<file path="src/rtl/cmpl_coal_pkg.sv">
// Shared widths and field positions for the completion interrupt coalescer.
package cmpl_coal_pkg;
    parameter int CNT_W      = 20;   // tally width
    parameter int HOLD_W     = 16;   // hold-off limit field width
    parameter int TIME_SHIFT = 10;   // hold-off limit unit is 2^TIME_SHIFT ticks
    parameter int WAIT_W     = 64;   // wait register width
    parameter int HOLD_LSB   = 32;   // hold-off limit field position
    parameter int LIM_LSB    = 0;    // count limit field position
    localparam int TMR_W     = HOLD_W + TIME_SHIFT;

    typedef logic [CNT_W-1:0]  cnt_t;
    typedef logic [HOLD_W-1:0] hold_t;
    typedef logic [TMR_W-1:0]  tmr_t;

    typedef struct packed {
        hold_t hold_lim;
        cnt_t  cnt_lim;
    } wait_cfg_t;
endpackage

</file>
<file path="src/rtl/coal_tally.sv">
// Completion tally. Merges pulse, acknowledge and direct write into one
// update per cycle. Assumes at most one pulse per cycle. Clamps at zero
// on over-acknowledge and saturates at the all-ones value.
module coal_tally
    import cmpl_coal_pkg::*;
(
    input  logic clk,
    input  logic rst_n,
    input  logic inc,
    input  logic ack_en,
    input  cnt_t ack_amt,
    input  logic load_en,
    input  cnt_t load_val,
    output cnt_t count
);
    localparam cnt_t CNT_MAX = '1;

    logic [CNT_W:0] sum_w;
    logic [CNT_W:0] base_w;
    cnt_t           next_w;

    // Form the net next value from all same-cycle sources.
    always_comb begin
        sum_w = {1'b0, count} + {{CNT_W{1'b0}}, inc};
        if (load_en)
            base_w = {1'b0, load_val} + {{CNT_W{1'b0}}, inc};
        else if (ack_en && sum_w <= {1'b0, ack_amt})
            base_w = '0;
        else if (ack_en)
            base_w = sum_w - {1'b0, ack_amt};
        else
            base_w = sum_w;
        next_w = base_w[CNT_W] ? CNT_MAX : base_w[CNT_W-1:0];
    end

    // Hold the tally.
    always_ff @(posedge clk) begin
        if (!rst_n) count <= '0;
        else        count <= next_w;
    end
endmodule

</file>
<file path="src/rtl/coal_holdoff_timer.sv">
// Hold-off timer. Cleared while the tally is zero or on any restart
// request, otherwise advances on tick and saturates at all-ones.
module coal_holdoff_timer
    import cmpl_coal_pkg::*;
(
    input  logic clk,
    input  logic rst_n,
    input  logic tally_zero,
    input  logic restart,
    input  logic tick,
    output tmr_t tmr
);
    localparam tmr_t TMR_MAX = '1;

    // Advance, hold or clear the timer.
    always_ff @(posedge clk) begin
        if (!rst_n)                    tmr <= '0;
        else if (tally_zero || restart) tmr <= '0;
        else if (tick && tmr != TMR_MAX) tmr <= tmr + 1'b1;
    end
endmodule

</file>
<file path="src/rtl/coal_wait_cfg.sv">
// Wait register. Captures the two limit fields from a full-width write;
// bits outside the fields are dropped. Reset leaves both limits at zero.
module coal_wait_cfg
    import cmpl_coal_pkg::*;
(
    input  logic              clk,
    input  logic              rst_n,
    input  logic              wr_en,
    input  logic [WAIT_W-1:0] wr_data,
    output wait_cfg_t         cfg
);
    // Capture the limit fields.
    always_ff @(posedge clk) begin
        if (!rst_n) begin
            cfg <= '0;
        end else if (wr_en) begin
            cfg.hold_lim <= wr_data[HOLD_LSB +: HOLD_W];
            cfg.cnt_lim  <= wr_data[LIM_LSB +: CNT_W];
        end
    end
endmodule

</file>
<file path="src/rtl/cmpl_irq_coalescer.sv">
// Completion interrupt coalescer top. Combines the tally, the hold-off
// timer and the wait register, and decides the interrupt level from
// registered state plus the enable input.
module cmpl_irq_coalescer
    import cmpl_coal_pkg::*;
(
    input  logic              clk,
    input  logic              rst_n,
    input  logic              cmpl_pulse,
    input  logic              tick,
    input  logic              ack_wr_en,
    input  logic [CNT_W-1:0]  ack_wr_data,
    input  logic              cnt_wr_en,
    input  logic [CNT_W-1:0]  cnt_wr_data,
    input  logic              wait_wr_en,
    input  logic [WAIT_W-1:0] wait_wr_data,
    input  logic              irq_en,
    output logic [CNT_W-1:0]  done_cnt,
    output logic              irq
);
    cnt_t      tally_q;
    tmr_t      tmr_q;
    wait_cfg_t cfg_q;
    cnt_t      lim_eff;
    logic      time_hit;
    logic      cnt_hit;

    coal_tally u_tally (
        .clk      (clk),
        .rst_n    (rst_n),
        .inc      (cmpl_pulse),
        .ack_en   (ack_wr_en),
        .ack_amt  (ack_wr_data),
        .load_en  (cnt_wr_en),
        .load_val (cnt_wr_data),
        .count    (tally_q)
    );

    coal_holdoff_timer u_timer (
        .clk        (clk),
        .rst_n      (rst_n),
        .tally_zero (tally_q == '0),
        .restart    (ack_wr_en || cnt_wr_en),
        .tick       (tick),
        .tmr        (tmr_q)
    );

    coal_wait_cfg u_cfg (
        .clk     (clk),
        .rst_n   (rst_n),
        .wr_en   (wait_wr_en),
        .wr_data (wait_wr_data),
        .cfg     (cfg_q)
    );

    // Decide the interrupt level from the two triggers and the mask.
    always_comb begin
        lim_eff  = (cfg_q.cnt_lim == '0) ? cnt_t'(1) : cfg_q.cnt_lim;
        time_hit = (cfg_q.hold_lim != '0) &&
                   (tmr_q >= {cfg_q.hold_lim, {TIME_SHIFT{1'b0}}});
        cnt_hit  = (tally_q >= lim_eff);
        irq      = irq_en && (tally_q != '0) && (time_hit || cnt_hit);
    end

    assign done_cnt = tally_q;
endmodule

</file>
<file path="config.mk">
export PLATFORM = sky130hd
export DESIGN_NAME = cmpl_irq_coalescer
export DESIGN_NICKNAME = d
export VERILOG_FILES = /design/src/rtl/cmpl_coal_pkg.sv /design/src/rtl/coal_tally.sv /design/src/rtl/coal_holdoff_timer.sv /design/src/rtl/coal_wait_cfg.sv /design/src/rtl/cmpl_irq_coalescer.sv
export SDC_FILE = /design/constraint.sdc
export NUM_CORES = 1
export LEC_CHECK = 0
export ABC_AREA = 1
export ABC_CLOCK_PERIOD_IN_PS = 7100
export BUFFER_PORTS_ARGS = -buffer_cell sky130_fd_sc_hd__clkbuf_2
export CORE_ASPECT_RATIO = 1.2
export CORE_MARGIN = 2
export CORE_UTILIZATION = 25
export CTS_CLUSTER_SIZE = 20
export DETAILED_ROUTE_END_ITERATION = 12
export PLACE_DENSITY = 0.48
export SLEW_MARGIN = 5
export SYNTH_ARGS = -nofsm -noshare
export SYNTH_HDL_FRONTEND = slang
export SYNTH_SLANG_ARGS = --single-unit
</file>
<file path="constraint.sdc">
create_clock -name clk -period 7.1 [get_ports clk]
set_clock_uncertainty 0.2 [all_clocks]
set_input_delay 0 -clock clk [delete_from_list [all_inputs] [get_ports clk]]
set_output_delay 0 -clock clk [all_outputs]
set_load 0.02 [all_outputs]
</file>
## Word-level counts from Yosys, hierarchy flattened

Cells that the tools add are included.

| operators by class | value |
|---|---|
| add/sub/neg operators | 4 |
| multiply operators | 0 |
| div/mod/pow operators | 0 |
| order comparisons | 3 |
| equality and inequality tests | 1 |
| shift operators | 0 |
| mux-type cells | 5 |
| bitwise logic cells | 1 |
| reductions and logical operators | 13 |

Operators with widths:

| kind | count |
|---|---|
| $mux W21 | 3 |
| $add A20 B1 Y21 | 2 |
| $logic_not A20 Y1 | 2 |
| $mux W20 | 2 |
| $add A26 B1 Y26 const B | 1 |
| $ge A26 B26 Y1 | 1 |
| $ne A26 B26 Y1 const B | 1 |
| $le A21 B20 Y1 | 1 |
| $sub A21 B20 Y21 | 1 |
| $ge A20 B20 Y1 | 1 |
| $reduce_bool A20 Y1 | 1 |
| $reduce_bool A16 Y1 | 1 |
| $logic_and A1 B1 Y1 | 5 |
| $logic_or A1 B1 Y1 | 3 |
| $reduce_or A2 Y1 | 1 |
| $not A1 Y1 | 1 |

| word-level totals | value |
|---|---|
| flip-flop bits (word level) | 82 |
| latch bits | 0 |
| RAM bits | 0 |
| memory bits (read-only) | 0 |
| input bits | 112 |
| output and inout bits | 21 |
| word-level logic and storage cells | 31 |
| memories kept | 0 |

## Longest topological paths before layout

| depth | value |
|---|---|
| depth after elaboration | 6 |
| gate-level depth with buffers | 25 |
| mapped depth without buffers | 24 |

## Modules after synthesis

From an unflattened synthesis, not the netlist that was laid out.

| unflattened totals | value |
|---|---|
| cells, all modules | 1406 |
| area, all modules | 8226.6 µm² |

Modules (own cells, without submodules):

| module | times used | cells each | area each (µm²) | sequential area each (µm²) |
|---|---|---|---|---|
| coal_tally | 1 | 706 | 3611.0 | 400.4 |
| coal_wait_cfg | 1 | 228 | 1818.0 | 720.7 |
| coal_holdoff_timer | 1 | 253 | 1539.0 | 520.5 |
| cmpl_irq_coalescer | 1 | 219 | 1258.7 | 0.0 |

## Least setup slack after synthesis

OpenSTA, ideal clock, no wires.

| path | value |
|---|---|
| path type | register to register |
| start | register u_tally.count[0] |
| end | register u_tally.count[0] |
| setup time | 135 ps |
| data arrival time | 2895 ps |
| data required time | 6765 ps |
| slack | 3870 ps |
| cell stages (with the launch flop) | 23 |
| buffers on the path | 1 |
| period minus slack after synthesis | 3230 ps |
| cell sequence | dfxtp_1 ha_1 ha_1 nand2_1 nor2_4 nand2_4 nor2_1 nand2_1 nand2_1 nand2_1 ha_1 nand2_1 nor3_2 nand2_1 nand2_2 nand2_1 a21oi_1 nor2_2 nand2_2 nand2_2 buf_6 nor2_2 nor2_2 |

| between the ends | value |
|---|---|
| longest elaborated chain between the ends | 6 |
| elaborated cells between the ends (all ways) | 8 |
| those cells by class | add/sub (2); order compare (1); mux (4); reduce/logical (1) |

Ends and longest elaborated chain:

| what | line | RTL |
|---|---|---|
| from (decl) | coal_tally.sv:14 | `output cnt_t count` |
| from (signal assigned) | coal_tally.sv:39 | `else count <= next_w;` |
| $add A20 B1 Y21 (*) | coal_tally.sv:24 | `sum_w = {1'b0, count} + {{CNT_W{1'b0}}, inc};` |
| $sub A21 B20 Y21 or $le A21 B20 Y1 (tied branches) | coal_tally.sv:30, coal_tally.sv:27 |  |
| $mux W21 or $logic_and A1 B1 Y1 (tied branches) | coal_tally.sv:29, coal_tally.sv:27 |  |
| $mux W21 (*) | coal_tally.sv:27 | `else if (ack_en && sum_w <= {1'b0, ack_amt})` |
| $mux W21 (*) | coal_tally.sv:25 | `if (load_en)` |
| $mux W20 (*) | coal_tally.sv:33 | `next_w = base_w[CNT_W] ? CNT_MAX : base_w[CNT_W-1:0];` |

Mark *: on every way between the ends. The rest lies on a longest branch, timed or not.
A chain may end at the register's enable or synchronous reset.

## Final worst setup path

| path | value |
|---|---|
| start | register u_tally.count[0] |
| end | register u_tally.count[8] |

The elaborated chain is that of the path after synthesis.

==> key figures <==
Synth
  – Post-Synthesis Cells: 1203
  – Post-Syn Area: 7363 µm²
  – Unique masters post-synth: 43
  – Seq/Total Area, Yosys: 22.29%
  – Warnings, synthesis: 0
  – Post-Syn Nets: 1378
  – #FFs+latches synth: 82
  – Mean Syn Cell Area: 6.121 µm²

Worst hold path
  – Hold Path Class: input pin to flop
  – WHS Endpoint: u_tally.count[15]
  – Cell depth of the worst min-delay path: 7
  – Worst hold start: cnt_wr_data[15]

Timing
  – Min cycle time layout: 4.389 ns
  – Final Cycle Share: 61.81%
  – Final Hold Fails: 0
  – Setup violators final: 0
  – Slew Viols, Final: 0
  – Slew HR: 32.82%
  – RSZ-0062 raised after global routing: no
  – Worst Tran Pin Value: 1.007 ns
  – Setup TNS: 0 ns
  – Max Freq: 227.9 MHz

Detailed routing
  – Vias per cell: 4.521
  – Post-route DRC: 0
  – Drt pass-1 iters: 5
  – DRT iter0 DRCs: 410
  – Final antenna-violating net count: 0
  – DR WL/cell: 14.13 µm
  – Vias: 7862
  – Total wire length: 24580 µm

Critical path
  – Crit path buf inv count: 2
  – CP startpoint kind: flop
  – Slowest stage delay, CP: 0.43 ns
  – Most used cell, CP: nand2_1
  – CP endpoint kind: flop
  – Crit path DAT: 4.39 ns
  – Reg2reg start: u_tally.count[0]
  – R2R depth: 22
  – CP max stage cell: xor2_1
  – CP top delay family: simple AND/OR/NAND/NOR gates
  – End of the worst register-to-register path: u_tally.count[8]
  – Flop2flop setup slack: 2.71 ns
  – Critical Path RT: 7.10 ns
  – Critical path class: flop to flop
  – CP max FO: 21
  – CP cell instances: ha_1 > ha_1 > nand2_1 > nor2_4 > nand2_4 > nor2_1 > xor2_1 > ha_1 > nand2_1 > inv_2 > nand2_1 > inv_1 > a21oi_1 > nand2_1 > nand2_1 > nand2_1 > nand2_1 > nand2_2 > nand2_2 > nand2_2 > nor2_2 > nor2_2

Global route
  – Initial antenna violation count: 0
  – Vias in the first global route: 7483
  – First-pass GRT wire length: 38650 µm
  – Gr ovfl total: 0
  – GRT Overall Usage: 15.94%
  – Largest net degree at the start of global routing: 40

CTS
  – Worst-skew pair later-pin latency: 0.35 ns
  – Root buffer cell: clkbuf_16
  – CTS clk-pin slew, worst paths: 0.07 ns
  – Sink Count: 82
  – Htree depth: 3
  – Post-CTS Hold Buffers: 56
  – CTS tree: yes
  – Clock buffer depth: 2
  – Post-CTS sizing: 0
  – CTS Buf Count: 9
  – Postcts setup bufs: 0

Power and ir drop
  – Leak: 4.546 nW
  – Peak supply drop: 0.09522 mV
  – PwrDens: 161.7 nW/µm²
  – Overall Power: 1.471 mW

Placement
  – Routability cong.: 0.8830
  – Detailed Place HPWL: 19990 µm
  – Placed insts: 1667
  – Number of port buffers: 104

Die
  – Core Box Area: 28840 µm²
  – I/O Pins: 133
  – Row cnt: 68
  – Die width: 160.7 µm
  – Die height: 192 µm
  – Initial core utilization: 25.53%
  – Die ar.: 30850 µm²

Finish
  – Synth-to-layout area growth: 23.57%
  – Count of non-filler cells in the finished layout: 1739
  – Antenna diode count: 0
  – Share of cells above drive strength 1: 15.14%
  – Final nets: 1524

Outcome
  – Status: complete, no violations

Job
  – Max-Cap Viols: 0
[sequential cells by signal (all words and copies together) (netlist names)]
register and count:
u_cfg.cfg 36, u_timer.tmr 26, u_tally.count 20
[routing by layer]
layer,part of all wire (%),wire (µm),GRT usage (%)
met1,41,10120,17.80
met2,54,13150,31.18
met3,2.7,675,2.030
met4,2.6,638,4.886
met5,0,0,0
[cells in the mapped netlist (all sizes together)]
cell / count / area, µm²
nand4: 30 / 193.9
nand2: 312 / 1219
clkinv: 3 / 12.51
nand3b: 4 / 30.03
nor3: 28 / 161.4
o21a: 1 / 7.510
buf: 8 / 70.06
nor2: 128 / 621.8
o21ai: 88 / 451.7
a31oi: 2 / 12.51
nor4: 16 / 100.1
nor3b: 5 / 37.54
and2: 1 / 6.260
or2: 2 / 12.52
a21oi: 93 / 465.5
o22ai: 5 / 31.28
xor2: 16 / 140.1
inv: 214 / 803.3
ha: 62 / 775.7
nand3: 77 / 425.4
clkbuf: 18 / 67.56
dfxtp: 82 / 1642
a31o: 2 / 17.52
xnor2: 2 / 17.52
o21bai: 2 / 15.01
fa: 1 / 20.02
and3: 1 / 6.260
[cell type report]
type	count	area (µm²)
Clock buffer	10	239.0
Clock inverter	6	63.81
Fill cell	3235	19740
Inverter	217	815.8
Multi-Input combinational cell	878	4768
Sequential cell	82	1642
Tap cell	385	481.7
Timing Repair Buffer	161	1089
[power by group]
group	switching (mW)	leakage (nW)	internal (mW)	total, mW
sequential	0.0317	0.675	0.486	0.518
clock	0.202	0.145	0.282	0.484
combinational	0.295	3.73	0.175	0.470
[worst register-to-register path, stage by stage (launching register included)]
cell	delay, ns
dfxtp_1	0.37
ha_1	0.19
ha_1	0.18
nand2_1	0.11
nor2_4	0.18
nand2_4	0.11
nor2_1	0.21
xor2_1	0.43
ha_1	0.38
nand2_1	0.10
inv_2	0.05
nand2_1	0.10
inv_1	0.05
a21oi_1	0.19
nand2_1	0.09
nand2_1	0.07
nand2_1	0.04
nand2_1	0.06
nand2_2	0.31
nand2_2	0.20
nand2_2	0.36
nor2_2	0.23
nor2_2	0.04
[worst max-delay path by stage]
| stage | end | start | slack (ns) | cells after the start |
|---|---|---|---|---|
| detailed placement | u_tally.count[8] | u_tally.count[0] | 2.69 | 22 |
| global placement | u_tally.count[1] | u_tally.count[0] | 2.73 | 22 |
| CTS | u_tally.count[8] | u_tally.count[0] | 2.65 | 22 |
| floorplan | u_tally.count[0] | u_tally.count[0] | 3.87 | 22 |
| global route | u_tally.count[6] | u_tally.count[0] | 2.22 | 22 |
| finish | u_tally.count[8] | u_tally.count[0] | 2.71 | 22 |
[stage by stage]
stage	setup slack [ns]	area [µm²]	utilization [%]	hold slack [ns]
6_report	2.711	9099	31.55	0.01816
5_1_grt	2.225	9099	31.55	0.03778
4_1_cts	2.655	9099	31.55	0.01437
3_5_place_dp	2.688	8235	28.55	0.03860
3_3_place_gp	2.729	8235	28.55	0.03053
2_1_floorplan	3.870	7363	-	-0.06744
[placed cells by master, fill, tap and decap left out, types with 3 or more instances in the layout]
cell           count
clkbuf_2         104
nand3_1           69
xor2_1            16
nor3_1            25
nor4_1            16
nand2_4            3
clkinv_2           3
dlygate4sd3_1     56
nand4_1           29
nand2_1          299
nor2_2            44
o21ai_0           82
nand2_2           10
dfxtp_1           82
nor2_1            81
inv_2              5
a21oi_1           93
o21ai_1            3
ha_1              62
o22ai_1            5
nand3_2            8
nor3b_1            5
inv_1            209
clkbuf_16          9
nand3b_1           4
o21ai_2            3
[cell families after synthesis]
kind of cell	synth area share (%)
AOI/OAI and AO/OA	13.59
DFF	22.29
adders and majority gates	10.81
xor gates and xnor gates	2.141
buffers and inverters	12.95
and+or+nand+nor	38.22
(Power assumes the default switching activity.)
